[config.mk]
export PLATFORM = sky130hd
export DESIGN_NAME = cmd_stream_decoder
export DESIGN_NICKNAME = d
export VERILOG_FILES = /design/src/rtl/cmd_pkg.sv /design/src/rtl/cmd_hdr_decode.sv /design/src/rtl/cmd_run_tracker.sv /design/src/rtl/cmd_stream_decoder.sv
export SDC_FILE = /design/constraint.sdc
export NUM_CORES = 1
export LEC_CHECK = 0
export CORE_ASPECT_RATIO = 0.9
export CORE_MARGIN = 3
export CORE_UTILIZATION = 40
export DETAILED_ROUTE_END_ITERATION = 8
export DONT_BUFFER_PORTS = 1
export GPL_ROUTABILITY_DRIVEN = 1
export PLACE_DENSITY_LB_ADDON = 0.3
export SLEW_MARGIN = 0
export SYNTH_ARGS = -nofsm -noshare
export SYNTH_HDL_FRONTEND = slang
export SYNTH_SLANG_ARGS = --single-unit
[constraint.sdc]
create_clock -name clk -period 6.9 [get_ports clk]
set_input_delay 2.07 -clock clk [delete_from_list [all_inputs] [get_ports clk]]
set_output_delay 2.07 -clock clk [all_outputs]
set_load 0.03 [all_outputs]
[src/rtl/cmd_pkg.sv]
package cmd_pkg;
  localparam int WORD_W = 32;
  localparam int OP_W   = 4;
  localparam int OFF_W  = 12;
  localparam int CLS_W  = 10;
  localparam int CNT_W  = 16;
  localparam int LOCK_W = 8;
  localparam int MASK_W = 16;
  localparam int IDX_W  = $clog2(MASK_W);
  localparam int SHIFT_TGT = 4;

  localparam logic [OP_W-1:0] OPC_CLASS  = 4'd0;
  localparam logic [OP_W-1:0] OPC_STEP   = 4'd1;
  localparam logic [OP_W-1:0] OPC_FIXED  = 4'd2;
  localparam logic [OP_W-1:0] OPC_MASKED = 4'd3;
  localparam logic [OP_W-1:0] OPC_IMM    = 4'd4;
  localparam logic [OP_W-1:0] OPC_JUMP   = 4'd5;
  localparam logic [OP_W-1:0] OPC_GATHER = 4'd6;
  localparam logic [OP_W-1:0] OPC_EXT    = 4'd14;

  localparam logic [3:0] SUB_ACQ = 4'd0;
  localparam logic [3:0] SUB_REL = 4'd1;

  typedef enum logic [1:0] {RUN_FIX, RUN_INC, RUN_MASK} run_e;

  typedef struct packed {
    logic [OP_W-1:0]   op;
    logic [CLS_W-1:0]  cls;
    logic [OFF_W-1:0]  off;
    logic [MASK_W-1:0] mask;
    logic [CNT_W-1:0]  cnt;
    logic [CNT_W-1:0]  imm;
    logic [LOCK_W-1:0] lock;
    logic              acq;
    logic              rel;
    logic              ins;
    logic              typ;
    logic [WORD_W-1:0] target;
    logic [CNT_W-1:0]  plen;
    logic              err;
  } hdr_t;

  // number of set bits in a mask
  function automatic logic [IDX_W:0] ones_in(input logic [MASK_W-1:0] m);
    logic [IDX_W:0] s;
    s = '0;
    for (int i = 0; i < MASK_W; i++) s = s + (IDX_W+1)'(m[i]);
    return s;
  endfunction

  // index of the lowest set bit (0 when mask is empty)
  function automatic logic [IDX_W-1:0] lowest_idx(input logic [MASK_W-1:0] m);
    logic [IDX_W-1:0] k;
    k = '0;
    for (int i = MASK_W-1; i >= 0; i--) if (m[i]) k = IDX_W'(i);
    return k;
  endfunction
endpackage

[src/rtl/cmd_hdr_decode.sv]
module cmd_hdr_decode
  import cmd_pkg::*;
(
  input  logic [WORD_W-1:0] word,
  output hdr_t              hdr,
  output run_e              mode
);
  logic [OP_W-1:0] op_w;
  logic [3:0]      sub_w;
  assign op_w  = word[31:28];
  assign sub_w = word[27:24];

  always_comb begin
    hdr    = '0;
    mode   = RUN_FIX;
    hdr.op = op_w;
    case (op_w)
      OPC_CLASS: begin
        hdr.cls  = word[15:6];
        hdr.off  = word[27:16];
        hdr.mask = MASK_W'(word[5:0]);
        hdr.plen = CNT_W'(ones_in(MASK_W'(word[5:0])));
        mode     = RUN_MASK;
      end
      OPC_STEP, OPC_FIXED: begin
        hdr.off  = word[27:16];
        hdr.cnt  = word[15:0];
        hdr.plen = word[15:0];
        mode     = (op_w == OPC_STEP) ? RUN_INC : RUN_FIX;
      end
      OPC_MASKED: begin
        hdr.off  = word[27:16];
        hdr.mask = word[15:0];
        hdr.plen = CNT_W'(ones_in(word[15:0]));
        mode     = RUN_MASK;
      end
      OPC_IMM: begin
        hdr.off = word[27:16];
        hdr.imm = word[15:0];
      end
      OPC_JUMP: hdr.target = {word[WORD_W-1-SHIFT_TGT:0], SHIFT_TGT'(0)};
      OPC_GATHER: begin
        hdr.off  = word[27:16];
        hdr.ins  = word[15];
        hdr.typ  = word[14];
        hdr.cnt  = CNT_W'(word[13:0]);
        hdr.plen = CNT_W'(1);
      end
      OPC_EXT: begin
        if (sub_w == SUB_ACQ) begin
          hdr.acq  = 1'b1;
          hdr.lock = word[7:0];
        end else if (sub_w == SUB_REL) begin
          hdr.rel  = 1'b1;
          hdr.lock = word[7:0];
        end else begin
          hdr.err = 1'b1;
        end
      end
      default: hdr.err = 1'b1;
    endcase
  end
endmodule

[src/rtl/cmd_run_tracker.sv]
module cmd_run_tracker
  import cmd_pkg::*;
(
  input  logic              clk,
  input  logic              rst,
  input  logic              accept,
  input  logic [CNT_W-1:0]  hdr_plen,
  input  run_e              hdr_mode,
  input  logic [OFF_W-1:0]  hdr_off,
  input  logic [MASK_W-1:0] hdr_mask,
  output logic              in_run,
  output logic [OFF_W-1:0]  run_off,
  output logic              run_last,
  output run_e              run_mode
);
  logic [CNT_W-1:0]  rem_q;
  logic [OFF_W-1:0]  off_q;
  logic [MASK_W-1:0] mask_q;
  run_e              mode_q;
  logic [IDX_W-1:0]  next_bit;

  assign next_bit = lowest_idx(mask_q);
  assign in_run   = (rem_q != '0);
  assign run_last = (rem_q == CNT_W'(1));
  assign run_mode = mode_q;
  assign run_off  = (mode_q == RUN_MASK) ? off_q + OFF_W'(next_bit) : off_q;

  always_ff @(posedge clk) begin
    if (rst) begin
      rem_q  <= '0;
      off_q  <= '0;
      mask_q <= '0;
      mode_q <= RUN_FIX;
    end else if (accept) begin
      if (in_run) begin
        rem_q <= rem_q - CNT_W'(1);
        if (mode_q == RUN_INC) off_q <= off_q + OFF_W'(1);
        if (mode_q == RUN_MASK) mask_q <= mask_q & ~(MASK_W'(1) << next_bit);
      end else begin
        rem_q  <= hdr_plen;
        off_q  <= hdr_off;
        mask_q <= hdr_mask;
        mode_q <= hdr_mode;
      end
    end
  end

  // in a mask run the bits still set match the words still owed
  p_mask_matches_rem_r4: assert property (@(posedge clk) disable iff (rst)
    (in_run && mode_q == RUN_MASK) |-> (CNT_W'(ones_in(mask_q)) == rem_q));

  // an idle cycle leaves the remaining count untouched
  p_idle_hold_r11: assert property (@(posedge clk) disable iff (rst)
    (!accept) |=> $stable(rem_q));
endmodule

[src/rtl/cmd_stream_decoder.sv]
module cmd_stream_decoder
  import cmd_pkg::*;
(
  input  logic              clk,
  input  logic              rst,
  input  logic              in_valid,
  output logic              in_ready,
  input  logic [31:0]       in_word,
  output logic              hdr_valid,
  output logic [3:0]        hdr_op,
  output logic [9:0]        hdr_class,
  output logic [11:0]       hdr_offset,
  output logic [15:0]       hdr_mask,
  output logic [15:0]       hdr_count,
  output logic [15:0]       hdr_imm,
  output logic [7:0]        hdr_lock,
  output logic              hdr_lock_acq,
  output logic              hdr_lock_rel,
  output logic              hdr_insert,
  output logic              hdr_type,
  output logic [31:0]       hdr_target,
  output logic [15:0]       hdr_plen,
  output logic              hdr_err,
  output logic              pay_valid,
  output logic [11:0]       pay_offset,
  output logic [31:0]       pay_data,
  output logic              pay_last
);
  hdr_t             dec_hdr;
  run_e             dec_mode;
  logic             accept;
  logic             in_run;
  logic [OFF_W-1:0] run_off;
  logic             run_last;
  run_e             run_mode;
  logic             take_hdr;
  logic             take_pay;

  hdr_t              hdr_q;
  logic              hdr_v_q;
  logic              pay_v_q;
  logic [OFF_W-1:0]  pay_off_q;
  logic [WORD_W-1:0] pay_dat_q;
  logic              pay_last_q;
  run_e              pay_mode_q;

  assign in_ready = 1'b1;
  assign accept   = in_valid;
  assign take_hdr = accept && !in_run;
  assign take_pay = accept && in_run;

  cmd_hdr_decode u_dec (
    .word (in_word),
    .hdr  (dec_hdr),
    .mode (dec_mode)
  );

  cmd_run_tracker u_trk (
    .clk      (clk),
    .rst      (rst),
    .accept   (accept),
    .hdr_plen (dec_hdr.plen),
    .hdr_mode (dec_mode),
    .hdr_off  (dec_hdr.off),
    .hdr_mask (dec_hdr.mask),
    .in_run   (in_run),
    .run_off  (run_off),
    .run_last (run_last),
    .run_mode (run_mode)
  );

  always_ff @(posedge clk) begin
    if (rst) begin
      hdr_v_q    <= 1'b0;
      pay_v_q    <= 1'b0;
      hdr_q      <= '0;
      pay_off_q  <= '0;
      pay_dat_q  <= '0;
      pay_last_q <= 1'b0;
      pay_mode_q <= RUN_FIX;
    end else begin
      hdr_v_q <= take_hdr;
      pay_v_q <= take_pay;
      if (take_hdr) hdr_q <= dec_hdr;
      if (take_pay) begin
        pay_off_q  <= run_off;
        pay_dat_q  <= in_word;
        pay_last_q <= run_last;
        pay_mode_q <= run_mode;
      end
    end
  end

  assign hdr_valid    = hdr_v_q;
  assign hdr_op       = hdr_q.op;
  assign hdr_class    = hdr_q.cls;
  assign hdr_offset   = hdr_q.off;
  assign hdr_mask     = hdr_q.mask;
  assign hdr_count    = hdr_q.cnt;
  assign hdr_imm      = hdr_q.imm;
  assign hdr_lock     = hdr_q.lock;
  assign hdr_lock_acq = hdr_q.acq;
  assign hdr_lock_rel = hdr_q.rel;
  assign hdr_insert   = hdr_q.ins;
  assign hdr_type     = hdr_q.typ;
  assign hdr_target   = hdr_q.target;
  assign hdr_plen     = hdr_q.plen;
  assign hdr_err      = hdr_q.err;
  assign pay_valid    = pay_v_q;
  assign pay_offset   = pay_off_q;
  assign pay_data     = pay_dat_q;
  assign pay_last     = pay_last_q;

  p_excl_strobes_r1: assert property (@(posedge clk) disable iff (rst)
    !(hdr_valid && pay_valid));

  p_strobe_needs_input_r11: assert property (@(posedge clk) disable iff (rst)
    (hdr_valid || pay_valid) |-> $past(in_valid));

  p_step_offset_r2: assert property (@(posedge clk) disable iff (rst)
    (pay_valid && $past(pay_valid) && pay_mode_q == RUN_INC)
      |-> (pay_offset == OFF_W'($past(pay_offset) + OFF_W'(1))));

  p_fixed_offset_r3: assert property (@(posedge clk) disable iff (rst)
    (pay_valid && $past(pay_valid) && pay_mode_q == RUN_FIX)
      |-> (pay_offset == $past(pay_offset)));

  p_last_ends_run_r13: assert property (@(posedge clk) disable iff (rst)
    (pay_valid && pay_last) |=> !pay_valid);

  p_empty_run_r10: assert property (@(posedge clk) disable iff (rst)
    (hdr_valid && hdr_plen == '0) |=> !pay_valid);

  p_err_no_payload_r9: assert property (@(posedge clk) disable iff (rst)
    (hdr_valid && hdr_err) |-> (hdr_plen == '0));
endmodule

# Word level (Yosys, flattened, before mapping)
# Index checks and enable logic that the tools add are counted.
dict set report totals {
  elab_cells 112
  output_inout_bits 183
  register_bits 228
  inputBits 35
}
dict set report op_classes {
  n_mux 41
  n_reduce_logical 13
  bitwise_logic 3
  n_shift 1
  eq_ne 13
  addsub 18
}
# cell n
set ops {}
lappend ops {{$add 5x1->5} 14}
lappend ops {{$mux 16} 4}
lappend ops {{$mux 4} 16}
lappend ops {{$pmux 16 s2} 2}
lappend ops {{$pmux 16 s4} 1}
lappend ops {{$mux 12} 4}
lappend ops {{$mux 32} 1}
lappend ops {{$mux 10} 2}
lappend ops {{$and 16x16->16} 1}
lappend ops {{$eq 16x1->1 const B} 1}
lappend ops {{$mux 8} 2}
lappend ops {{$not 16->16} 1}
lappend ops {{$reduce_bool 16->1} 1}
lappend ops {{$shl 1x4->16 const A} 1}
lappend ops {{$sub 16x1->16 const B} 1}
lappend ops {{$add 12x1->12 const B} 1}
lappend ops {{$add 12x4->12} 1}
lappend ops {{$eq 4x3->1 const B} 3}
lappend ops {{$eq 4x1->1 const B} 2}
lappend ops {{$eq 4x2->1 const B} 2}
lappend ops {{$logic_not 4->1} 2}
lappend ops {{$reduce_or 7->1} 1}
lappend ops {{$mux 1} 6}
lappend ops {{$reduce_and 2->1} 3}
lappend ops {{13 further kinds} 16}

# Depth between registers and ports, before layout
# Gate-level depths: netlist (run 1).
dict set report logic_depth {
  depth_word 21
  mapped_depth 17
  ltp_nobuf 17
}

# By module
# Synthesis (run 1) repeated with hierarchy kept, for this count alone.
dict set report unflattened {
  cells_unflattened 1472
  hier_area_um2 12842.3
}
# mod area_per_inst_um2 n_inst seq_area_each_um2 cells_each
set by_module_without_submodules {}
lappend by_module_without_submodules {cmd_stream_decoder 8276.7 1 3643.5 828}
lappend by_module_without_submodules {cmd_run_tracker 3017.9 1 920.9 424}
lappend by_module_without_submodules {cmd_hdr_decode 1547.7 1 0.0 220}

# Least setup slack after synthesis (run 1)
# Ideal clock, no wire load.
dict set report synth_timing {
  kind {input -> register}
  startpoint {in in_word[2]}
  endpoint {reg u_trk.rem_q[3]}
  arrival_time_ps 5872
  required_ps 6768
  path_slack_ps 896
  n_path_buf 1
  setup_time_ps 132
  stages 17
  cell_sequence {clkbuf_1 inv_1 fa_1 fa_1 inv_1 fa_1 ha_1 inv_1 fa_1 inv_1 ha_1 nor2b_1 o21a_1 or3_1 a32o_1 nand2_1 a21oi_1}
}
dict set report synth_via {
  elab_chain_cells 16
}
# element line
set synth_rtl {}
lappend synth_rtl {{start: declaration} cmd_stream_decoder.sv:8} ;# input logic [31:0] in_word,
lappend synth_rtl {{$add 5x1->5 (*) (4 in a row)} cmd_pkg.sv:47} ;# for (int i = 0; i < MASK_W; i++) s = s + (IDX_W+1)'(m[i]);
lappend synth_rtl {{$add 5x1->5 (10 in a row)} cmd_pkg.sv:47}
lappend synth_rtl {{$pmux 16 s4 (*)} cmd_hdr_decode.sv:17} ;# case (op_w)
lappend synth_rtl {{$mux 16 (*)} cmd_run_tracker.sv:35} ;# if (in_run) begin
lappend synth_rtl {{end signal: assignment} cmd_run_tracker.sv:36} ;# rem_q <= rem_q - CNT_W'(1);
lappend synth_rtl {{end signal: assignment} cmd_run_tracker.sv:40} ;# rem_q <= hdr_plen;
lappend synth_rtl {{end: declaration} cmd_run_tracker.sv:16} ;# logic [CNT_W-1:0] rem_q;
# Mark *: on every way between the ends. The rest lies on a longest branch, timed or not.
# A chain may end at the register's enable or synchronous reset.

# Worst setup path after layout (run 1)
dict set report layout_timing {
  startpoint {in in_word[0]}
  endpoint {reg u_trk.rem_q[3]}
}
dict set report layout_via {
  elab_chain_cells 17
}
# element line
set layout_rtl {}
lappend layout_rtl {{$add 1x1->2 (*)} cmd_pkg.sv:47}
lappend layout_rtl {{$add 5x1->5 (*) (4 in a row)} cmd_pkg.sv:47}
lappend layout_rtl {{$add 5x1->5 (10 in a row)} cmd_pkg.sv:47}
lappend layout_rtl {{$pmux 16 s4 (*)} cmd_hdr_decode.sv:17}
lappend layout_rtl {{$mux 16 (*)} cmd_run_tracker.sv:35}
# Marks and branches as above.

==> results.md, run 1 <==
- Outcome: complete, no violations
- Xor/xnor share of the synthesized area: 1.17%
- Crit path DAT: 6.00 ns
- Via/cell ratio: 6.02
- Largest net degree at the start of global routing: 172
- Leakage: 3.81 nW
- Critical-path cell list: ha_1 > inv_1 > fa_1 > fa_1 > inv_1 > fa_1 > ha_1 > inv_1 > fa_1 > inv_1 > ha_1 > nor2b_1 > o21a_1 > or3_1 > a32o_1 > nand2_1 > a21oi_1
- PnR Total Power: 0.00484 W
- CTS Buffer Depth: 3
- Die Area: 26,300 sq um
- Initial DRC count: 863
- Count of cell types in the netlist: 74
- Worst path top cell family by delay: adder cells
- Post-cts hold buffer count: 0
- Final setup viols: 0
- Initial antenna violation count: 0
- Unrepaired setup endpoints after global routing: no
- Internal Power: 0.00276 W
- Sequential area share after synthesis: 46.0%
- Largest stage delay on the critical path: 0.58 ns
- Port Buf Inserts: 0
- Root buffer cell: clkbuf_16
- Critical-path top delay cell: fa_1
- Max_cap viols: 0
- Iteration count of the initial detailed-routing pass: 5
- Register bit total from synthesis: 224
- Synth Warn #: 0
- Congestion Overflow GR: 0
- Endpoint class of the critical path: register
- CTS H-Tree Depth: 1
- Fin crit share: 81.1%
- Main flop type after synthesis: dfxtp_1
- Die Height: 154 microns
- I/O pin cnt: 218
- Hold depth: 2
- Register share of total power: 39.0%
- Post-DP HPWL: 21,100 microns
- Die width: 171 microns
- Synth Area in Simple Gates: 20.2%
- Clock Latency Late Sink: 0.54 ns
- Post-DRT Antenna Nets: 0
- WP data required: 7.31 ns
- Adder-cell share of the synthesized area: 3.67%
- CP Depth: 17
- Cts bufs inserted: 25
- Post-synthesis area per instance: 8.39 sq um
- Routed length on met2: 13,700 microns
- Global placer's final weighted congestion: 0.874
- Post-CTS sizing: 0
- First-pass GRT wire length: 49,000 microns
- WL met1: 13,900 microns
- Post-Route WL: 31,900 microns
- Post-CTS Setup Bufs: 0
- Clock-pin slew on the worst setup and hold paths: 0.06 ns
- CP Launch Type: input pin
- Number of global-route vias before repair: 8,095
- Slew headroom: 24.5%
- Fillers: 2,296
- Switching share of total power: 43.0%
- Reg2Reg Depth: 12
- Psw: 0.00208 W
- CP Max Fanout: 9
- Uppermost layer routed: met4
- Pwr Density: 456 nW/um^2
- Remaining DRCs: 0
- CTS tree: built
- Core area: 23,700 sq um
- Worst vdd ir: 0.266 mV
- Diodes inserted: 0
- Combinational family with the most area after synthesis: compound AO/OA/AOI/OAI gates
- Final Max Slew Viols: 0
- Initial Util: 41.2%
- CP Class: in -> reg
- WL met3: 3670 microns
- Routed vias: 8,551
- Num Clock Sinks: 224
- Total track usage: 23.2%
- Max Fclk: 179 MHz
- Combinational Power Share: 33.5%
- Final hold viol count: 0
- DR WL/cell: 22.4 microns
- Synth async-reset ratio: 0%
- Min Clock Period, post-route: 5.59 ns
- Mapped Area: 9740 sq um
- TNS Setup: 0 ns
- Clock power share: 27.5%
- Buf+Inv Stages, Crit Path: 4
- Share of cells above drive strength 1: 6.79%
- Mux contribution to synthesized area: 0%
- Hold Path Class: reg -> reg
- Syn-to-layout area delta: 9.08%
- Post-synthesis compound-gate area fraction: 22.8%
- Fin nets: 1,158
- EDFF count, synth: 0
- Setup Skew: 0.0322 ns
- # rows: 53
- Slew of the pin with the lowest slew margin: 1.13 ns
- Gate count after technology mapping: 1,161
## synthesized netlist by cell type (all sizes together) (7+ instances only)
cell type | count | share of area, %
a211oi | 11 | 0.90
a21oi | 166 | 8.5
a22o | 57 | 5.1
a22oi | 8 | 0.62
a311oi | 7 | 0.63
and3 | 12 | 0.77
buf | 29 | 1.7
clkbuf | 71 | 2.7
dfxtp | 224 | 46
fa | 11 | 2.3
ha | 11 | 1.4
inv | 43 | 1.7
nand2 | 201 | 7.7
nand2b | 8 | 0.51
nand3 | 71 | 3.6
nor2 | 51 | 2.0
nor3 | 22 | 1.3
nor4 | 10 | 0.86
o21ai | 24 | 1.3
o31ai | 7 | 0.54
or3 | 8 | 0.51
xnor2 | 10 | 0.90
## layer usage
layer  up-vias  global-route usage, %
met3        46                   8.25
met4         0                   5.48
met2       406                   34.4
li1       3978                      -
met5         -                      0
met1      4121                   32.3
## layout by cell type (no fill, tap or decap), types with 10 or more instances in the layout
cell type | Yosys | final
nand3_1 | 71 | 71
nand2_1 | 201 | 200
inv_1 | 43 | 43
clkbuf_16 | 0 | 25
nor2_1 | 50 | 49
fa_1 | 11 | 11
a211oi_1 | 10 | 10
and3_1 | 12 | 11
buf_4 | 8 | 10
ha_1 | 11 | 11
o21ai_0 | 17 | 17
nor3_1 | 18 | 17
a22o_1 | 57 | 57
a21oi_1 | 166 | 166
xnor2_1 | 10 | 10
dfxtp_1 | 224 | 224
## metrics by stage
stage / utilization [%] / hold slack [ns] / instances / setup slack (ns) / cell area [sq um]
2_1_floorplan: - / 0.463 / 1164 / 0.896 / 9750
3_3_place_gp: 41.4 / 0.475 / 1376 / 0.823 / 9810
3_5_place_dp: 41.4 / 0.491 / 1376 / 0.796 / 9810
4_1_cts: 44.9 / 0.499 / 1421 / 1.33 / 10600
5_1_grt: 44.9 / 0.528 / 1421 / 1.14 / 10600
6_report: 44.9 / 0.507 / 1421 / 1.31 / 10600
## logic make-up after synthesis
kind of cell,after synthesis
and+or+nand+nor,417
other,2
xor gates and xnor gates,13
buffers and inverters,143
adders and majority gates,22
DFF,224
AOI/OAI and AO/OA,340
## sequential cells by signal, indices dropped and copies added (netlist names), 16 cells and up
register	cells
pay_data	32
hdr_target	28
hdr_count	16
hdr_imm	16
hdr_mask	16
hdr_plen	16
u_trk.mask_q	16
u_trk.rem_q	16
## layout make-up
cell class | count | area, sq um | share of cell area [%]
clock inverters | 12 | 125 | 1.18
flip-flops and latches | 224 | 4480 | 42.2
repair buffers | 10 | 75.1 | 0.706
clock buffers | 33 | 696 | 6.55
well taps | 302 | 378 | 3.56
inverters | 43 | 161 | 1.52
multi-input cells | 797 | 4710 | 44.3
## final timing paths
path / startpoint / end / slack (ns)
max: in_word[0] / u_trk.rem_q[3] / 1.31
min reg2reg: u_trk.off_q[11] / u_trk.off_q[11] / 0.51
min: u_trk.off_q[11] / u_trk.off_q[11] / 0.51
max reg2reg: u_trk.mask_q[5] / pay_offset[10] / 3.37
## tightest hold or removal path, cell delays in order, from the launching register on
cell	delay (ns)
dfxtp_1	0.32
o21ai_0	0.07
a21oi_1	0.06
## power groups by stage
stage | Sequential, W | Clock [W] | Combinational (W)
after floorplan | 0.00182 | 0 | 0.00132
after global placement | 0.00191 | 0 | 0.00159
after detailed placement | 0.00192 | 0 | 0.00160
after CTS | 0.00189 | 0.00134 | 0.00161
after global routing | 0.00192 | 0.00140 | 0.00181
final | 0.00189 | 0.00133 | 0.00162
No activity file was read; power rests on OpenSTA's default activity.
==> run 2: changes to the inputs <==
==> constraint.sdc (replaced) <==
create_clock -name clk -period 4.6 [get_ports clk]
set_input_delay 1.38 -clock clk [delete_from_list [all_inputs] [get_ports clk]]
set_output_delay 1.38 -clock clk [all_outputs]
set_load 0.03 [all_outputs]
==> run 2 against run 1 <==
Effect of this change: the flow now finishes with violations (setup timing); clock-buffer cell count increased by 3; sequential power up 50%; cell count increased by 0.42%; highest routed layer unchanged; sequential share of layout area fell by 0.41 points; register-to-register slack lost 2.2 ns; utilization up 0.44 points; power grew 52%; critical path depth unchanged; clock power grew 50%; via count is 0.15% lower; setup slack got worse by 1.4 ns; first-iteration DRC count decreased by 3.8%.
==> results.md, run 2 (synthesized netlist as in run 1, its figures left out) <==
- Pwr Density: 684 nW/um^2 (+50%)
- FF/Latch Area: 4480 sq um (unchanged)
- First-pass GRT wire length: 48,300 microns (-1.5%)
- Largest stage delay on the critical path: 0.49 ns (-0.09 ns)
- Hold Path Class: reg -> reg
- Post-DP HPWL: 20,900 microns (-1.0%)
- Root buffer cell: clkbuf_16
- TNS Setup: -0.411 ns (-0.411 ns)
- PnR Total Power: 0.00734 W (+52%)
- Worst vdd ir: 0.244 mV (-8.3%)
- Slew headroom: 25.0% (+0.54 points)
- Max Fclk: 212 MHz
- CP Launch Type: input pin
- Most frequent cells in the layout: 224 x dfxtp_1, 199 x nand2_1, 162 x a21oi_1
- Unrepaired setup endpoints after global routing: yes
- Commonest non-fill, non-tap cell in the layout: dfxtp_1
- Iteration count of the initial detailed-routing pass: 5 (unchanged)
- CTS H-Tree Depth: 1 (unchanged)
- Total track usage: 22.9% (-0.29 points)
- Leakage: 3.87 nW (+1.5%)
- Crit Reg-Reg Endpoint: pay_offset[6]
- Placed cell count: 1,382 (+0.44%)
- Die width: 171 microns (unchanged)
- # rows: 53 (unchanged)
- Global placer's final weighted congestion: 0.864 (-1.1%)
- Min Clock Period, post-route: 4.73 ns
- Fin crit share: 103%
- Largest net degree at the start of global routing: 172 (unchanged)
- DR WL/cell: 22.0 microns (-2.0%)
- CTS Buffer Depth: 3 (unchanged)
- Final Max Slew Viols: 0 (unchanged)
- Core area: 23,700 sq um (unchanged)
- Num Clock Sinks: 224 (unchanged)
- Initial Util: 41.2% (unchanged)
- Violated checks: setup timing
- Multi-input logic area: 4750 sq um (+0.82%)
- Via/cell ratio: 5.98 (-0.57%)
- Initial DRC count: 830 (-3.8%)
- Final hold viol count: 0 (unchanged)
- Fillers: 2,321 (+1.1%)
- Reg2Reg Depth: 12 (unchanged)
- Crit path DAT: 5.12 ns (-0.88 ns)
- Routed vias: 8,538 (-0.15%)
- Outcome: complete, but fails checks
- Cts bufs inserted: 25 (unchanged)
- WP data required: 4.99 ns (-2.32 ns)
- Fin nets: 1,167 (+0.78%)
- CTS tree: built
- Clock-pin slew on the worst setup and hold paths: 0.06 ns (about the same)
- Post-route insts no fill: 1,427 (+0.42%)
- Congestion Overflow GR: 0 (unchanged)
- Fin Hold WS: 0.506 ns (-0.000378 ns)
- HP Start: u_trk.rem_q[7]
- Initial antenna violation count: 0 (unchanged)
- Post-Route WL: 31,400 microns (-1.6%)
- Post-cts hold buffer count: 0 (unchanged)
- Critical-path cell list: ha_4 > inv_2 > fa_1 > fa_2 > inv_2 > fa_1 > ha_1 > inv_2 > fa_1 > inv_1 > ha_1 > nor2b_1 > o21a_1 > or3_1 > a32o_2 > nand2_2 > a21oi_2
- Worst path top cell family by delay: adder cells
- Max_cap viols: 0 (unchanged)
- I/O pin cnt: 218 (unchanged)
- Port Buf Inserts: 0 (unchanged)
- Endpoint class of the critical path: register
- Hold Path End: u_trk.rem_q[7]
- Die Height: 154 microns (unchanged)
- Slew of the pin with the lowest slew margin: 1.12 ns (-0.00387 ns)
- Share of cells above drive strength 1: 8.53% (+1.7 points)
- Remaining DRCs: 0 (unchanged)
- Buf+Inv Stages, Crit Path: 4 (unchanged)
- CP Max Fanout: 9 (unchanged)
- Final worst slack: -0.127 ns (-1.43 ns)
- Setup Skew: 0.0105 ns (-0.0217 ns)
- Die Area: 26,300 sq um (unchanged)
- Worst reg-to-reg setup slack: 1.13 ns (-2.24 ns)
- CP Class: in -> reg
- Diodes inserted: 0 (unchanged)
- Critical-path top delay cell: fa_1
- Reg2reg start: u_trk.mask_q[5]
- Max FFs per register: 32 (unchanged)
- Syn-to-layout area delta: 10.2%
- Hold depth: 2 (unchanged)
- Clock Latency Late Sink: 0.51 ns (-0.03 ns)
- Final setup viols: 6 (+6)
- Pre-CTS setup slack: -0.649 ns (-1.44 ns)
- Post-DRT Antenna Nets: 0 (unchanged)
- Number of global-route vias before repair: 8,002 (-1.1%)
==> run 2: final cells by class <==
class | instances | area share (%)
clock buffers | 36 | 6.87
multi-input cells | 797 | 44.2
clock inverters | 6 | 0.770
inverters | 43 | 1.50
flip-flops and latches | 224 | 41.8
well taps | 302 | 3.52
repair buffers | 19 | 1.33
==> run 2: routing by layer <==
metal / vias to the layer above / global-route usage [%] / part of all wire [%]
met5: - / 0 / 0
met4: 0 / 4.44 / 1.5
met3: 38 / 6.30 / 11
met2: 415 / 34.2 / 43
met1: 4098 / 33.3 / 45
li1: 3987 / - / -
==> run 2: repair_timing <==
action / in CTS / in global routing
setup buffers: 2 / 1
endpoints found under the setup margin: 4 / 6
pin swaps: 3 / 6
resized for setup: 0 / 8
==> run 2: worst max-delay path by stage <==
stage	cells after the start	slack [ns]	endpoint	from
after CTS	17	-0.09	hdr_plen[3]	in_word[1]
after global placement	17	-0.63	u_trk.rem_q[3]	in_word[1]
after detailed placement	17	-0.65	u_trk.rem_q[3]	in_word[1]
final	17	-0.13	hdr_plen[3]	in_word[1]
after global routing	14	-0.21	u_trk.rem_q[2]	in_word[1]
after floorplan	17	-0.57	u_trk.rem_q[3]	in_word[1]
==> run 2: worst min-delay path, delay by kind of cell, from the launching register on <==
| family | cells | cell delay [ns] |
|---|---|---|
| flip-flops | 1 | 0.33 |
| buffers and inverters | 1 | 0.06 |
| AO/OA/AOI/OAI | 1 | 0.06 |
==> run 2: where the power goes <==
part           switching (W)  leakage, nW  internal [W]
Combinational        0.00168         1.65      0.000835
Sequential          0.000617         1.82       0.00222
Clock               0.000775        0.403       0.00121
Total                0.00307         3.87       0.00427
==> run 2: per-stage QoR <==
step,util [%],instance area (sq um)
6_report,45.3,10700
2_1_floorplan,-,9780
5_1_grt,45.3,10700
4_1_cts,45.2,10700
3_5_place_dp,41.7,9870
3_3_place_gp,41.7,9870
==> run 3: changes to the inputs <==
--- a/config.mk
+++ b/config.mk
@@ -12,6 +12,7 @@
 export DONT_BUFFER_PORTS = 1
 export GPL_ROUTABILITY_DRIVEN = 1
 export PLACE_DENSITY_LB_ADDON = 0.3
+export RECOVER_POWER = 25
 export SLEW_MARGIN = 0
 export SYNTH_ARGS = -nofsm -noshare
 export SYNTH_HDL_FRONTEND = slang
==> run 3 against run 2 <==
Effect of this change: the flow still finishes with violations (setup timing); sequential power is essentially flat; non-clock buffer count stayed put; design area barely moved; clock skew rose by 0.0020 ns; register-to-register slack barely moved; utilization is essentially flat; critical path depth is the same; critical endpoint unchanged.
==> results.md, run 3 (synthesized netlist as in run 1, its figures left out) <==
- Outcome: complete, but fails checks
- Violated checks: setup timing
- Clock-pin slew on the worst setup and hold paths: 0.06 ns (about the same)
- Number of global-route vias before repair: 8,002 (unchanged)
- Clock Latency Late Sink: 0.51 ns (about the same)
- Post-DRT Antenna Nets: 0 (unchanged)
- Pwr Density: 683 nW/um^2 (about the same)
- Min Clock Period, post-route: 4.72 ns (-0.00724 ns)
- Switching share of total power: 41.8% (about the same)
- DR WL/cell: 22.0 microns (about the same)
- Slew of the pin with the lowest slew margin: 1.12 ns (-0.0000597 ns)
- Fin Hold WS: 0.507 ns (+0.00102 ns)
- Slew headroom: 25.1% (about the same)
- Leakage: 3.87 nW (about the same)
- CP Launch Type: input pin
- Fillers: 2,323 (+0.086%)
- Largest net degree at the start of global routing: 172 (unchanged)
- Final Max Slew Viols: 0 (unchanged)
- Post-DP Area: 9870 sq um (unchanged)
- PnR Total Power: 0.00733 W (about the same)
- Initial DRC count: 837 (+0.84%)
- Post-DP HPWL: 20,900 microns (unchanged)
- Unrepaired setup endpoints after global routing: yes
- Endpoint class of the critical path: register
- Final setup viols: 5 (-1)
- Core area: 23,700 sq um (unchanged)
- Commonest non-fill, non-tap cell in the layout: dfxtp_1
- Crit path DAT: 5.12 ns (about the same)
- Initial Util: 41.2% (unchanged)
- Syn-to-layout area delta: 10.1% (about the same)
- Total track usage: 22.9% (unchanged)
- Max_cap viols: 0 (unchanged)
- Root buffer cell: clkbuf_16
- Port Buf Inserts: 0 (unchanged)
- Max Fclk: 212 MHz (+0.15%)
- CTS tree: built
- Psw: 0.00307 W (-0.11%)
- Cts bufs inserted: 25 (unchanged)
- Final worst slack: -0.120 ns (+0.00724 ns)
- Hold Path Class: reg -> reg
- Final instance area: 10,700 sq um (about the same)
- CTS H-Tree Depth: 1 (unchanged)
- Register share of total power: 38.7% (about the same)
- First-pass GRT wire length: 48,300 microns (unchanged)
- Fin crit share: 103% (-0.16 points)
- Pre-CTS setup slack: -0.649 ns (unchanged)
- Remaining DRCs: 0 (unchanged)
- Iteration count of the initial detailed-routing pass: 5 (unchanged)
- Die width: 171 microns (unchanged)
- CTS Buffer Depth: 3 (unchanged)
- Routed vias: 8,602 (+0.75%)
- Num Clock Sinks: 224 (unchanged)
- Global placer's final weighted congestion: 0.864 (unchanged)
- Via/cell ratio: 6.03 (+0.75%)
- Combinational Power Share: 34.2% (about the same)
- WP data required: 5.00 ns (about the same)
- Max FFs per register: 32 (unchanged)
- CP Class: in -> reg
- Congestion Overflow GR: 0 (unchanged)
- Setup Skew: 0.0125 ns (+0.00196 ns)
- # rows: 53 (unchanged)
- Die Height: 154 microns (unchanged)
- Internal Power: 0.00426 W (about the same)
- Share of cells above drive strength 1: 8.36% (-0.18 points)
- Post-Route WL: 31,400 microns (about the same)
- Initial antenna violation count: 0 (unchanged)
- Fin nets: 1,167 (unchanged)
- Die Area: 26,300 sq um (unchanged)
- Final hold viol count: 0 (unchanged)
- Worst vdd ir: 0.260 mV (+6.7%)
- CP Max Fanout: 9 (unchanged)
- Most frequent cells in the layout: 224 x dfxtp_1, 199 x nand2_1, 162 x a21oi_1
- I/O pin cnt: 218 (unchanged)
- Post-cts hold buffer count: 0 (unchanged)
- Diodes inserted: 0 (unchanged)
- Clock power share: 27.1% (about the same)
-- run 3: cell counts in the layout (fill, tap and decap cells not counted) --
No cell type changed its count.
-- run 3: repair_timing --
action                                  CTS  global route
gates resized for setup                   0             8
buffers inserted                          2             1
endpoints found under the setup margin    4             6
pin swaps                                 3             6
-- run 3: final timing paths --
path,from,endpoint,slack (ns),cells past startpoint
setup / recovery,in_word[1],hdr_plen[3],-0.12,17
hold / removal,u_trk.rem_q[7],u_trk.rem_q[7],0.51,2
setup reg to reg,u_trk.mask_q[5],pay_offset[6],1.14,12
hold reg to reg,u_trk.rem_q[7],u_trk.rem_q[7],0.51,2
-- run 3: stage by stage --
step,setup TNS (ns),utilization [%],cells
3_3_place_gp,-4.25,41.7,1382
4_1_cts,-0.316,45.2,1426
6_report,-0.355,45.3,1427
5_1_grt,-1.14,45.3,1427
2_1_floorplan,-3.42,-,1164
3_5_place_dp,-4.57,41.7,1382
-- run 3: routing by layer --
metal | routed length (microns) | GRT usage [%]
met5 | 0 | 0
met4 | 435 | 4.44
met3 | 3440 | 6.30
met2 | 13600 | 34.2
met1 | 13900 | 33.3
-- run 3: area by class of cell --
class                   count  area, sq um  share of cell area [%]
multi-input cells         797         4740                    44.2
clock inverters             6         82.6                   0.770
flip-flops and latches    224         4480                    41.8
repair buffers             19          143                    1.33
inverters                  43          161                    1.50
well taps                 302          378                    3.52
clock buffers              36          737                    6.87
-- run 3: power by group through the flow --
stage | clock network, W | registers [W] | logic [W]
after global routing | 0.00210 | 0.00287 | 0.00278
final | 0.00199 | 0.00283 | 0.00251
after detailed placement | 0 | 0.00287 | 0.00245
after floorplan | 0 | 0.00273 | 0.00198
after global placement | 0 | 0.00287 | 0.00241
after CTS | 0.00202 | 0.00283 | 0.00247
-- run 3: worst max-delay path, cell delays in order --
cell and delay (ns):
ha_4 0.24, inv_2 0.03, fa_1 0.45, fa_2 0.35, inv_2 0.06, fa_1 0.44
ha_1 0.32, inv_2 0.04, fa_1 0.50, inv_1 0.05, ha_1 0.27, nor2b_1 0.13
o21a_1 0.17, or3_1 0.30, a32o_2 0.27, nand2_2 0.08, a21oi_2 0.05
